[config.mk]
export PLATFORM = sky130hd
export DESIGN_NAME = exc_vector_gen
export DESIGN_NICKNAME = d
export VERILOG_FILES = /design/src/rtl/exc_pkg.sv /design/src/rtl/exc_ctrl.sv /design/src/rtl/exc_datapath.sv /design/src/rtl/exc_vector_gen.sv
export SDC_FILE = /design/constraint.sdc
export NUM_CORES = 1
export LEC_CHECK = 0
export BUFFER_PORTS_ARGS = -buffer_cell sky130_fd_sc_hd__buf_2
export CAP_MARGIN = 30
export CORE_MARGIN = 2
export CORE_UTILIZATION = 47
export CTS_CLUSTER_SIZE = 8
export DETAILED_ROUTE_END_ITERATION = 8
export PLACE_DENSITY = 0.82
export SYNTH_ARGS = -nofsm -noshare
export SYNTH_HDL_FRONTEND = slang
export SYNTH_HIERARCHICAL = 1
export SYNTH_SLANG_ARGS = --single-unit
[constraint.sdc]
create_clock -name clk -period 4.84 [get_ports clk]
set_input_delay 0.726 -clock clk [delete_from_list [all_inputs] [get_ports clk]]
set_output_delay 0.726 -clock clk [all_outputs]
set_load 0.02 [all_outputs]
[src/rtl/exc_pkg.sv]
package exc_pkg;
  typedef enum logic [3:0] {
    TY_IRQ      = 4'd0,
    TY_TLB_MOD  = 4'd1,
    TY_TLB_FLT  = 4'd2,
    TY_ADDR_FLT = 4'd3,
    TY_SYSCALL  = 4'd4,
    TY_BREAK    = 4'd5,
    TY_RESV     = 4'd6,
    TY_OVF      = 4'd7,
    TY_TRAP     = 4'd8,
    TY_CACHE    = 4'd9
  } exc_type_e;

  typedef enum logic [1:0] {
    OFF_GENERAL,
    OFF_REFILL,
    OFF_CACHE,
    OFF_IRQ
  } off_sel_e;

  typedef struct packed {
    logic     take;
    logic     saveEpc;
    logic [4:0] code;
    off_sel_e offSel;
  } exc_strobe_t;

  localparam logic [31:0] UNCACHED_BASE = 32'hA000_0000;
  localparam logic [31:0] UNCACHED_KEEP = 32'h1FFF_F000;
endpackage

[src/rtl/exc_ctrl.sv]
module exc_ctrl
  import exc_pkg::*;
(
  input  logic        reqValid,
  input  logic [3:0]  reqType,
  input  logic        reqStore,
  input  logic        reqNoMatch,
  input  logic        excLevel,
  input  logic        ivEnable,
  output exc_strobe_t strobe
);
  exc_type_e kind;

  always_comb begin
    kind = exc_type_e'(reqType);
    strobe.take    = reqValid;
    strobe.saveEpc = reqValid && !excLevel;
    strobe.offSel  = OFF_GENERAL;
    unique case (kind)
      TY_IRQ: begin
        strobe.code = 5'd0;
        if (ivEnable) strobe.offSel = OFF_IRQ;
      end
      TY_TLB_MOD:  strobe.code = 5'd1;
      TY_TLB_FLT: begin
        strobe.code = reqStore ? 5'd3 : 5'd2;
        if (reqNoMatch && !excLevel) strobe.offSel = OFF_REFILL;
      end
      TY_ADDR_FLT: strobe.code = reqStore ? 5'd5 : 5'd4;
      TY_SYSCALL:  strobe.code = 5'd8;
      TY_BREAK:    strobe.code = 5'd9;
      TY_RESV:     strobe.code = 5'd10;
      TY_OVF:      strobe.code = 5'd12;
      TY_TRAP:     strobe.code = 5'd13;
      TY_CACHE: begin
        strobe.code   = 5'd30;
        strobe.offSel = OFF_CACHE;
      end
      default:     strobe.code = 5'd10;
    endcase
  end
endmodule

[src/rtl/exc_datapath.sv]
module exc_datapath
  import exc_pkg::*;
#(
  parameter int          ADDR_W     = 32,
  parameter int          IRQ_LINES  = 8,
  parameter int          SPACE_W    = 5,
  parameter logic [31:0] BOOT_BASE  = 32'hBFC0_0000,
  parameter logic [31:0] RESET_BASE = 32'h8000_0000
) (
  input  logic                 clk,
  input  logic                 rstN,
  input  exc_strobe_t          strobe,
  input  logic [ADDR_W-1:0]    reqPc,
  input  logic                 reqDelaySlot,
  input  logic [IRQ_LINES-1:0] irqPending,
  input  logic                 cfgWe,
  input  logic [1:0]           cfgSel,
  input  logic [31:0]          cfgData,
  output logic [ADDR_W-1:0]    epc,
  output logic                 branchDelay,
  output logic                 excLevel,
  output logic [4:0]           excCode,
  output logic [ADDR_W-1:0]    handlerAddr,
  output logic                 takenPulse,
  output logic                 ivEnable,
  output logic                 bootVec
);
  localparam int VEC_W  = $clog2(IRQ_LINES);
  localparam int PAGE_W = 12;
  localparam int BASE_W = ADDR_W - PAGE_W;

  logic [BASE_W-1:0]    baseHi;
  logic [IRQ_LINES-1:0] irqMask;
  logic [SPACE_W-1:0]   spacing;
  logic [IRQ_LINES-1:0] masked;
  logic [VEC_W-1:0]     vecNum;
  logic [ADDR_W-1:0]    offset;
  logic [ADDR_W-1:0]    handlerBase;
  logic [ADDR_W-1:0]    fullBase;

  assign masked   = irqPending & irqMask;
  assign fullBase = {baseHi, {PAGE_W{1'b0}}};

  always_comb begin
    vecNum = '0;
    for (int i = 0; i < IRQ_LINES; i++)
      if (masked[i]) vecNum = VEC_W'(i);
  end

  always_comb begin
    unique case (strobe.offSel)
      OFF_REFILL: offset = '0;
      OFF_CACHE:  offset = ADDR_W'(12'h100);
      OFF_IRQ:
        if (bootVec || spacing == '0) offset = ADDR_W'(12'h200);
        else offset = ADDR_W'(12'h200) +
                      ADDR_W'(vecNum) * (ADDR_W'(spacing) << 5);
      default:    offset = ADDR_W'(12'h180);
    endcase
    if (bootVec)
      handlerBase = ADDR_W'(BOOT_BASE) + ADDR_W'(12'h200);
    else if (strobe.offSel == OFF_CACHE)
      handlerBase = ADDR_W'(UNCACHED_BASE) | (fullBase & ADDR_W'(UNCACHED_KEEP));
    else
      handlerBase = fullBase;
  end

  // control registers
  always_ff @(posedge clk) begin
    if (!rstN) begin
      baseHi   <= RESET_BASE[ADDR_W-1:PAGE_W];
      bootVec  <= 1'b1;
      irqMask  <= '0;
      ivEnable <= 1'b0;
      spacing  <= '0;
    end else if (cfgWe) begin
      unique case (cfgSel)
        2'd0: baseHi <= cfgData[ADDR_W-1:PAGE_W];
        2'd1: begin
          bootVec <= cfgData[1];
          irqMask <= cfgData[8 +: IRQ_LINES];
        end
        2'd2: begin
          ivEnable <= cfgData[0];
          spacing  <= cfgData[5 +: SPACE_W];
        end
        default: ;
      endcase
    end
  end

  // exception state
  always_ff @(posedge clk) begin
    if (!rstN) begin
      epc         <= '0;
      branchDelay <= 1'b0;
      excLevel    <= 1'b0;
      excCode     <= '0;
      handlerAddr <= '0;
      takenPulse  <= 1'b0;
    end else begin
      takenPulse <= strobe.take;
      if (strobe.take) begin
        excLevel    <= 1'b1;
        excCode     <= strobe.code;
        handlerAddr <= handlerBase + offset;
      end else if (cfgWe && cfgSel == 2'd1) begin
        excLevel <= cfgData[0];
      end
      if (strobe.saveEpc) begin
        epc         <= reqDelaySlot ? reqPc - ADDR_W'(4) : reqPc;
        branchDelay <= reqDelaySlot;
      end
    end
  end
endmodule

[src/rtl/exc_vector_gen.sv]
module exc_vector_gen
  import exc_pkg::*;
(
  input  logic        clk,
  input  logic        rstN,
  input  logic        reqValid,
  input  logic [3:0]  reqType,
  input  logic        reqStore,
  input  logic        reqNoMatch,
  input  logic [31:0] reqPc,
  input  logic        reqDelaySlot,
  input  logic [7:0]  irqPending,
  input  logic        cfgWe,
  input  logic [1:0]  cfgSel,
  input  logic [31:0] cfgData,
  output logic [31:0] epc,
  output logic        branchDelay,
  output logic        excLevel,
  output logic [4:0]  excCode,
  output logic [31:0] handlerAddr,
  output logic        takenPulse
);
  exc_strobe_t strobe;
  logic        ivEnable;
  logic        bootVec;

  exc_ctrl u_ctrl (
    .reqValid(reqValid), .reqType(reqType), .reqStore(reqStore),
    .reqNoMatch(reqNoMatch), .excLevel(excLevel), .ivEnable(ivEnable),
    .strobe(strobe)
  );

  exc_datapath #(.ADDR_W(32), .IRQ_LINES(8)) u_dp (
    .clk(clk), .rstN(rstN), .strobe(strobe), .reqPc(reqPc),
    .reqDelaySlot(reqDelaySlot), .irqPending(irqPending),
    .cfgWe(cfgWe), .cfgSel(cfgSel), .cfgData(cfgData),
    .epc(epc), .branchDelay(branchDelay), .excLevel(excLevel),
    .excCode(excCode), .handlerAddr(handlerAddr), .takenPulse(takenPulse),
    .ivEnable(ivEnable), .bootVec(bootVec)
  );
endmodule

==> impl_metrics.csv, run 1 <==
group,metric,value,unit
timing,hold_viol,0,
placed_design,post-dp-hpwl,10020,µm
timing,final.setup_skew,0.005678,ns
setup_path,cp_top_family,"compound AO/OA/AOI/OAI gates",
run_status,status,"complete, no violations",
route,vias,5228,
timing,rsz0062_at_grt,"no",
setup_path,ff2ff_setup_slack,0.37,ns
global_routing,grt_max_degree,68,
timing,min_period,4.580,ns
synth,synth_edf_count,0,
timing,worst_slack,0.2597,ns
setup_path,cp_slowest_cell,"fa_1",
clock_tree,cts_buffer_depth,2,
timing,max_slew_margin,37.36,%
global_routing,track_usage,22.09,%
die,dieHeight,111.6,µm
synth,syn_avg_cell_area,8.174,µm²
die,initial_core_util,47.88,%
setup_path,crit_fanout,8,
power,p_leak,2.897,nW
setup_path,crit_chain,"buf_2, nand2_1, a32o_1, a22o_1, a22o_1, nand2_1, fa_1, inv_1, ha_1, a21o_1, a21oi_2, xnor2_1, ha_1, nand3_1, nor2_1, ha_1, buf_4, and3_1, nand3_1, nor4_2, buf_4, o2111a_1, a211o_1, a21oi_1",
die,core,0.01137,mm²
global_routing,grt_pass1_vias,4946,
clock_tree,clock-root-buffer,"clkbuf_16",
clock_tree,clock_latency,0.35,ns
clock_tree,cts_tree,"done",
setup_path,worst_setup_path_end_kind,"flip-flop",
timing,final.period_utilization,94.63,%
clock_tree,cts_buffers,9,
synth,async_reset_ff_share,0,%
setup_path,cp-startpoint,"irqPending[2]",
clock_tree,cts_sinks,101,
die,rows,39,
timing,fin_tns_setup,0,ns
run,drv_cap,0,
synth,synth_warnings,6,
final_layout,fin_cells,955,
setup_path,startpoint_type,"primary input",
global_routing,antenna_found_initial,0,
final_layout,diodes,0,
timing,slew_viol_final,0,
route,via_per_inst,5.474,
setup_path,rr_worst_depth,23,
synth,synth_seq_cells,101,
final_layout,num-fill-cells,1027,
setup_path,cp-endpoint,"u_dp/handlerAddr[27]$_SDFFE_PN0P_",
synth,synth-seq-area-share,37.14,%
setup_path,critPathRequiredTime,5.11,ns
setup_path,crit_buf_inv,4,
route,postRouteWirelength,13850,µm
clock_tree,clk_pin_slew,0.06,ns
die,dieArea,0.01246,mm²
clock_tree,h-tree-depth,3,
synth,syn_area,0.005444,mm²
route,ant_nets,0,
route,drtIter0Drc,255,
timing,fmax,218.3,MHz
synth,postSynthCellCount,666,
route,drtPass1Iterations,4,
global_routing,grt_first_pass_wirelength,22760,µm
synth,synth_flop_cell,"dfxtp_1",
final_layout,area_growth,21.97,%
synth,yosysUniqueCellTypes,66,
placed_design,io_buffers,147,
timing,worstMarginPinSlew,0.9376,ns
setup_path,worst-path-stages,24,
setup_path,r2r_start,"u_dp/irqMask[2]$_SDFFE_PN0P_",
setup_path,arrival,4.85,ns
power,vdd_drop_max,0.0002206,V
setup_path,cpMostUsedCell,"ha_1",
setup_path,slowest_delay,0.40,ns
die,die-width,111.6,µm
worst_hold_path,hp-class,"reg2reg",
global_routing,grt.overflow.total,0,
die,pin_count,157,
setup_path,critical_path_class,"in2reg",
clock_tree,cts_setup_buffers,0,
final_layout,nNetsFinal,910,
final_layout,layout-drive-gt1-share,25.12,%
placed_design,post-place-ws,-0.1480,ns
power,p_per_area,289.5,mW/mm²
placed_design,dpl.cell_count,940,
route,route.detailed.drc,0,
setup_path,r2r-end,"u_dp/handlerAddr[27]$_SDFFE_PN0P_",
route,routedWlPerCell,14.51,µm
timing,setup_viol,0,
placed_design,place_congestion,0.8332,
==> how the worst min path moves through the flow <==
stage                            startpoint                           end  slack [ns]  cells past startpoint
6_report        u_dp/baseHi[6]$_SDFFE_PN0P_   u_dp/baseHi[6]$_SDFFE_PN0P_        0.46                      2
3_3_place_gp    u_dp/baseHi[0]$_SDFFE_PN0P_   u_dp/baseHi[0]$_SDFFE_PN0P_        0.44                      2
2_1_floorplan   u_dp/baseHi[0]$_SDFFE_PN0P_   u_dp/baseHi[0]$_SDFFE_PN0P_        0.43                      2
4_1_cts        u_dp/irqMask[4]$_SDFFE_PN0P_  u_dp/irqMask[4]$_SDFFE_PN0P_        0.46                      2
5_1_grt        u_dp/irqMask[4]$_SDFFE_PN0P_  u_dp/irqMask[4]$_SDFFE_PN0P_        0.49                      2
3_5_place_dp   u_dp/irqMask[4]$_SDFFE_PN0P_  u_dp/irqMask[4]$_SDFFE_PN0P_        0.45                      2
==> worst reg2reg max path, cell delays in order, from the launching register on <==
cell and delay [ns]:
dfxtp_1 0.35, nand2_1 0.06, a32o_1 0.25, a22o_1 0.20
a22o_1 0.23, nand2_1 0.10, fa_1 0.40, inv_1 0.09
ha_1 0.24, a21o_1 0.17, a21oi_2 0.17, xnor2_1 0.16
ha_1 0.21, nand3_1 0.07, nor2_1 0.14, ha_1 0.30
buf_4 0.16, and3_1 0.15, nand3_1 0.09, nor4_2 0.04
buf_4 0.18, o2111a_1 0.24, a211o_1 0.27, a21oi_1 0.12
==> where the power goes <==
group	internal, W	switching (W)	leakage (nW)	total [W]
registers	0.000878	0.0000306	0.830	0.000909
clock network	0.000424	0.000303	0.147	0.000727
logic	0.000108	0.000179	1.92	0.000287
total	0.00141	0.000512	2.90	0.00192
==> cells in the final DEF (no fill, tap or decap), drive strengths merged, types with 18 or more instances in the layout <==
cell type,netlist,routed
buf,12,166
nand2,101,101
dfxtp,101,101
nor2,66,66
a21oi,61,61
o21ai,38,38
xnor2,27,27
mux2i,21,21
a211oi,19,19
nand3,18,18
==> metal layers <==
metal / share of wire [%] / up-vias / GRT usage, %
met2: 47 / 177 / 37.29
met5: 0 / - / 0
li1: - / 2624 / -
met4: 2.6 / 0 / 8.230
met3: 7.7 / 30 / 7.295
met1: 43 / 2397 / 26.18
==> synth_stat cells (5+ instances only) <==
cell type | number | share of area, %
xnor2_1 | 27 | 4.3
clkbuf_1 | 23 | 1.6
a31oi_1 | 7 | 0.80
nor2b_1 | 6 | 0.69
xor2_1 | 15 | 2.4
o21ai_0 | 37 | 3.4
inv_1 | 14 | 0.97
dfxtp_1 | 101 | 37
and2_1 | 13 | 1.5
a211oi_1 | 18 | 2.5
nand2_1 | 101 | 7.0
mux2i_1 | 21 | 3.9
nand3_1 | 18 | 1.7
or3_1 | 6 | 0.69
ha_1 | 13 | 3.0
buf_4 | 6 | 0.83
o211ai_1 | 5 | 0.69
nor4_1 | 8 | 0.92
nor2_1 | 66 | 4.6
a21oi_1 | 61 | 5.6
nor3_1 | 12 | 1.1
nand4_1 | 5 | 0.57
==> repair_timing <==
item / CTS / global route
hold buffers: 0 / 0
hold endpoints to repair: 0 / 0
resized for setup: 0 / 7
endpoints found under the setup margin: 0 / 18
==> through the flow <==
stage	hold WS [ns]	util, %	cell area [µm²]	total power, W
final	0.4633	58.40	6640	0.001922
after detailed placement	0.4511	55.53	6314	0.001212
after floorplan	0.4318	-	5459	0.001103
after CTS	0.4611	58.17	6614	0.001941
after global placement	0.4394	55.43	6302	0.001206
after global routing	0.4945	58.40	6640	0.002008
==> state kept, by name (all words and copies together), names as in the netlist <==
signal and count:
u_dp/epc 32, u_dp/handlerAddr 27, u_dp/baseHi 20, u_dp/irqMask 7, u_dp/excCode 5, u_dp/spacing 5, u_dp/bootVec 1, u_dp/branchDelay 1
u_dp/excLevel 1, u_dp/ivEnable 1, u_dp/takenPulse 1
==> logic make-up after synthesis <==
group / Yosys count / synth area share, %
AO/OA/AOI/OAI: 159 / 18.23
XOR/XNOR: 42 / 6.757
adder cells (fa/ha/maj): 17 / 4.459
buffers and inverters: 53 / 4.987
flip-flops: 101 / 37.14
multiplexers: 21 / 3.861
other: 1 / 0.06888
AND/OR/NAND/NOR: 272 / 24.50
==> layout make-up <==
type	instances	area, µm²	share of cell area [%]
multi-input cells	516	3204	48.26
repair buffers	166	882.1	13.28
clock buffers	11	252.7	3.806
inverters	14	52.55	0.7914
clock inverters	4	47.55	0.7160
flip-flops and latches	101	2022	30.45
well taps	143	178.9	2.695
Power figures use the tool's default switching activity.
==> run 2: changes to the inputs <==
BUFFER_PORTS_ARGS = -buffer_cell sky130_fd_sc_hd__buf_4   (was -buffer_cell sky130_fd_sc_hd__buf_2)
PLACE_DENSITY = 0.79   (was 0.82)
==> impl_metrics.csv, run 2 (same netlist as run 1, synthesis figures left out) <==
group,metric,value,unit
power,p_per_area,286.8,mW/mm²
final_layout,max_flop_register,"u_dp/epc",
die,dieHeight,111.6,µm
setup_path,rr_worst_depth,22,
global_routing,antenna_found_initial,0,
clock_tree,cts_buffers,9,
power,swShare,26.82,%
power,p_comb_share,16.3,%
setup_path,r2r_start,"u_dp/irqMask[2]$_SDFFE_PN0P_",
setup_path,startpoint_type,"primary input",
power,vdd_drop_max,0.0001985,V
run,drv_cap,0,
timing,worst_slack,0.1035,ns
final_layout,area_growth,29.28,%
run_status,status,"complete, no violations",
global_routing,grt_first_pass_wirelength,25210,µm
clock_tree,clock-root-buffer,"clkbuf_16",
die,core,0.01137,mm²
setup_path,worst-path-stages,23,
final_layout,num-fill-cells,944,
route,drtIter0Drc,313,
clock_tree,clk_pin_slew,0.07,ns
setup_path,crit_chain,"buf_4, nand2_1, a32o_1, a22o_1, a22o_1, nand2_1, fa_1, inv_2, ha_1, a21o_1, a21oi_2, xnor2_2, nand3_1, xnor2_1, nor2_1, ha_1, and3_4, nand3_1, nor4_2, buf_4, o211ai_1, xnor2_1, o21ai_1",
route,ant_nets,0,
route,routedWlPerCell,15.95,µm
die,dieArea,0.01246,mm²
timing,min_period,4.736,ns
route,via_per_inst,5.655,
timing,hold_viol,0,
final_layout,layout_common_cells,"buf_4 (165), nand2_1 (101), dfxtp_1 (101)",
timing,fin_tns_setup,0,ns
route,vias,5406,
worst_hold_path,hp-class,"reg2reg",
clock_tree,cts_buffer_depth,2,
route,postRouteWirelength,15250,µm
clock_tree,postCtsHoldBufs,0,
final_layout,top_regs,"u_dp/epc x32, u_dp/handlerAddr x27, u_dp/baseHi x20",
timing,final.setup_skew,0.006214,ns
timing,fmax,211.1,MHz
placed_design,place_congestion,0.8588,
clock_tree,cts_sinks,101,
die,rows,39,
global_routing,track_usage,24.54,%
clock_tree,cts_tree,"done",
clock_tree,clock_latency,0.35,ns
placed_design,io_buffers,147,
power,p_int,0.001477,W
placed_design,post-dp-hpwl,11070,µm
power,switching_power,0.0005414,W
placed_design,post-place-ws,-0.1658,ns
die,pin_count,157,
setup_path,crit_fanout,8,
global_routing,grt_max_degree,68,
global_routing,grt_pass1_vias,5286,
timing,worstMarginPinSlew,0.7818,ns
route,route.detailed.drc,0,
setup_path,cp-startpoint,"irqPending[2]",
setup_path,r2r-end,"u_dp/handlerAddr[31]$_SDFFE_PN0P_",
setup_path,critPathRequiredTime,5.07,ns
setup_path,cp-endpoint,"u_dp/handlerAddr[31]$_SDFFE_PN0P_",
die,die-width,111.6,µm
final_layout,largest_register_ffs,32,
setup_path,slowest_delay,0.44,ns
placed_design,dpl.cell_count,938,
setup_path,ff2ff_setup_slack,0.19,ns
route,drtPass1Iterations,7,
power,clkPwrFrac,38.5,%
die,initial_core_util,47.88,%
setup_path,cp_slowest_cell,"fa_1",
final_layout,layout-drive-gt1-share,25.58,%
timing,slew_viol_final,0,
setup_path,crit_buf_inv,3,
final_layout,fin_cells,956,
timing,setup_viol,0,
power,p_seq_share,45.1,%
final_layout,diodes,0,
setup_path,cp_top_family,"compound AO/OA/AOI/OAI gates",
setup_path,worst_setup_path_end_kind,"flip-flop",
final_layout,layout_commonest_cell,"buf_4",
setup_path,critical_path_class,"in2reg",
power,p_leak,2.993,nW
clock_tree,h-tree-depth,3,
global_routing,grt.overflow.total,0,
timing,max_slew_margin,47.81,%
timing,final.period_utilization,97.86,%
final_layout,nNetsFinal,910,
setup_path,arrival,4.97,ns
[run 2: worst min-delay path by stage]
stage                                  from                           end  cells after the start
6_report       u_dp/irqMask[1]$_SDFFE_PN0P_  u_dp/irqMask[1]$_SDFFE_PN0P_                      2
5_1_grt        u_dp/irqMask[4]$_SDFFE_PN0P_  u_dp/irqMask[4]$_SDFFE_PN0P_                      2
4_1_cts        u_dp/irqMask[4]$_SDFFE_PN0P_  u_dp/irqMask[4]$_SDFFE_PN0P_                      2
3_5_place_dp   u_dp/irqMask[4]$_SDFFE_PN0P_  u_dp/irqMask[4]$_SDFFE_PN0P_                      2
3_3_place_gp    u_dp/baseHi[1]$_SDFFE_PN0P_   u_dp/baseHi[1]$_SDFFE_PN0P_                      2
2_1_floorplan   u_dp/baseHi[0]$_SDFFE_PN0P_   u_dp/baseHi[0]$_SDFFE_PN0P_                      2
[run 2: metal layers]
layer  vias up  track usage [%]  part of all wire (%)
met3        45            6.532                   7.9
met1      2504            29.01                    41
met4         0            8.971                   2.4
met2       220            42.79                    48
met5         -                0                     0
li1       2637                -                     -
[run 2: cell type report]
type / instances / area, µm² / area share, %
multi-input cells: 516 / 3218 / 45.72
flip-flops and latches: 101 / 2022 / 28.73
repair buffers: 166 / 1250 / 17.76
clock buffers: 10 / 229.0 / 3.253
well taps: 143 / 178.9 / 2.542
clock inverters: 6 / 87.58 / 1.244
inverters: 14 / 52.55 / 0.7467
[run 2: worst register-to-register path, delay by kind of cell (launching register included)]
family          cells  cell delay, ns
compound gates      7            1.26
fa+ha+maj           3            1.03
simple gates        7            0.92
xor+xnor            3            0.65
flops               1            0.36
buf+inv             2            0.30
[run 2: what timing repair did]
item                                   in CTS  in global routing
endpoints found under the hold margin       0                  0
gates resized for setup                     0                 12
buffers inserted                            0                  2
setup endpoints to repair                   0                 10
[run 2: metrics by stage]
| stage | area, µm² | utilization (%) | hold slack, ns | total power (W) |
|---|---|---|---|---|
| 4_1_cts | 6983 | 61.42 | 0.4640 | 0.002030 |
| 3_3_place_gp | 6655 | 58.53 | 0.4449 | 0.001244 |
| 5_1_grt | 7038 | 61.90 | 0.4820 | 0.002103 |
| 6_report | 7038 | 61.90 | 0.4635 | 0.002018 |
| 3_5_place_dp | 6666 | 58.63 | 0.4547 | 0.001256 |
| 2_1_floorplan | 5459 | - | 0.4318 | 0.001103 |
[run 2: power groups by stage]
stage / combinational [W] / sequential, W / clock [W]
2_1_floorplan: 0.000137 / 0.000966 / 0
3_3_place_gp: 0.000317 / 0.000927 / 0
3_5_place_dp: 0.000327 / 0.000929 / 0
4_1_cts: 0.000328 / 0.000911 / 0.000791
5_1_grt: 0.000358 / 0.000917 / 0.000827
6_report: 0.000330 / 0.000911 / 0.000778
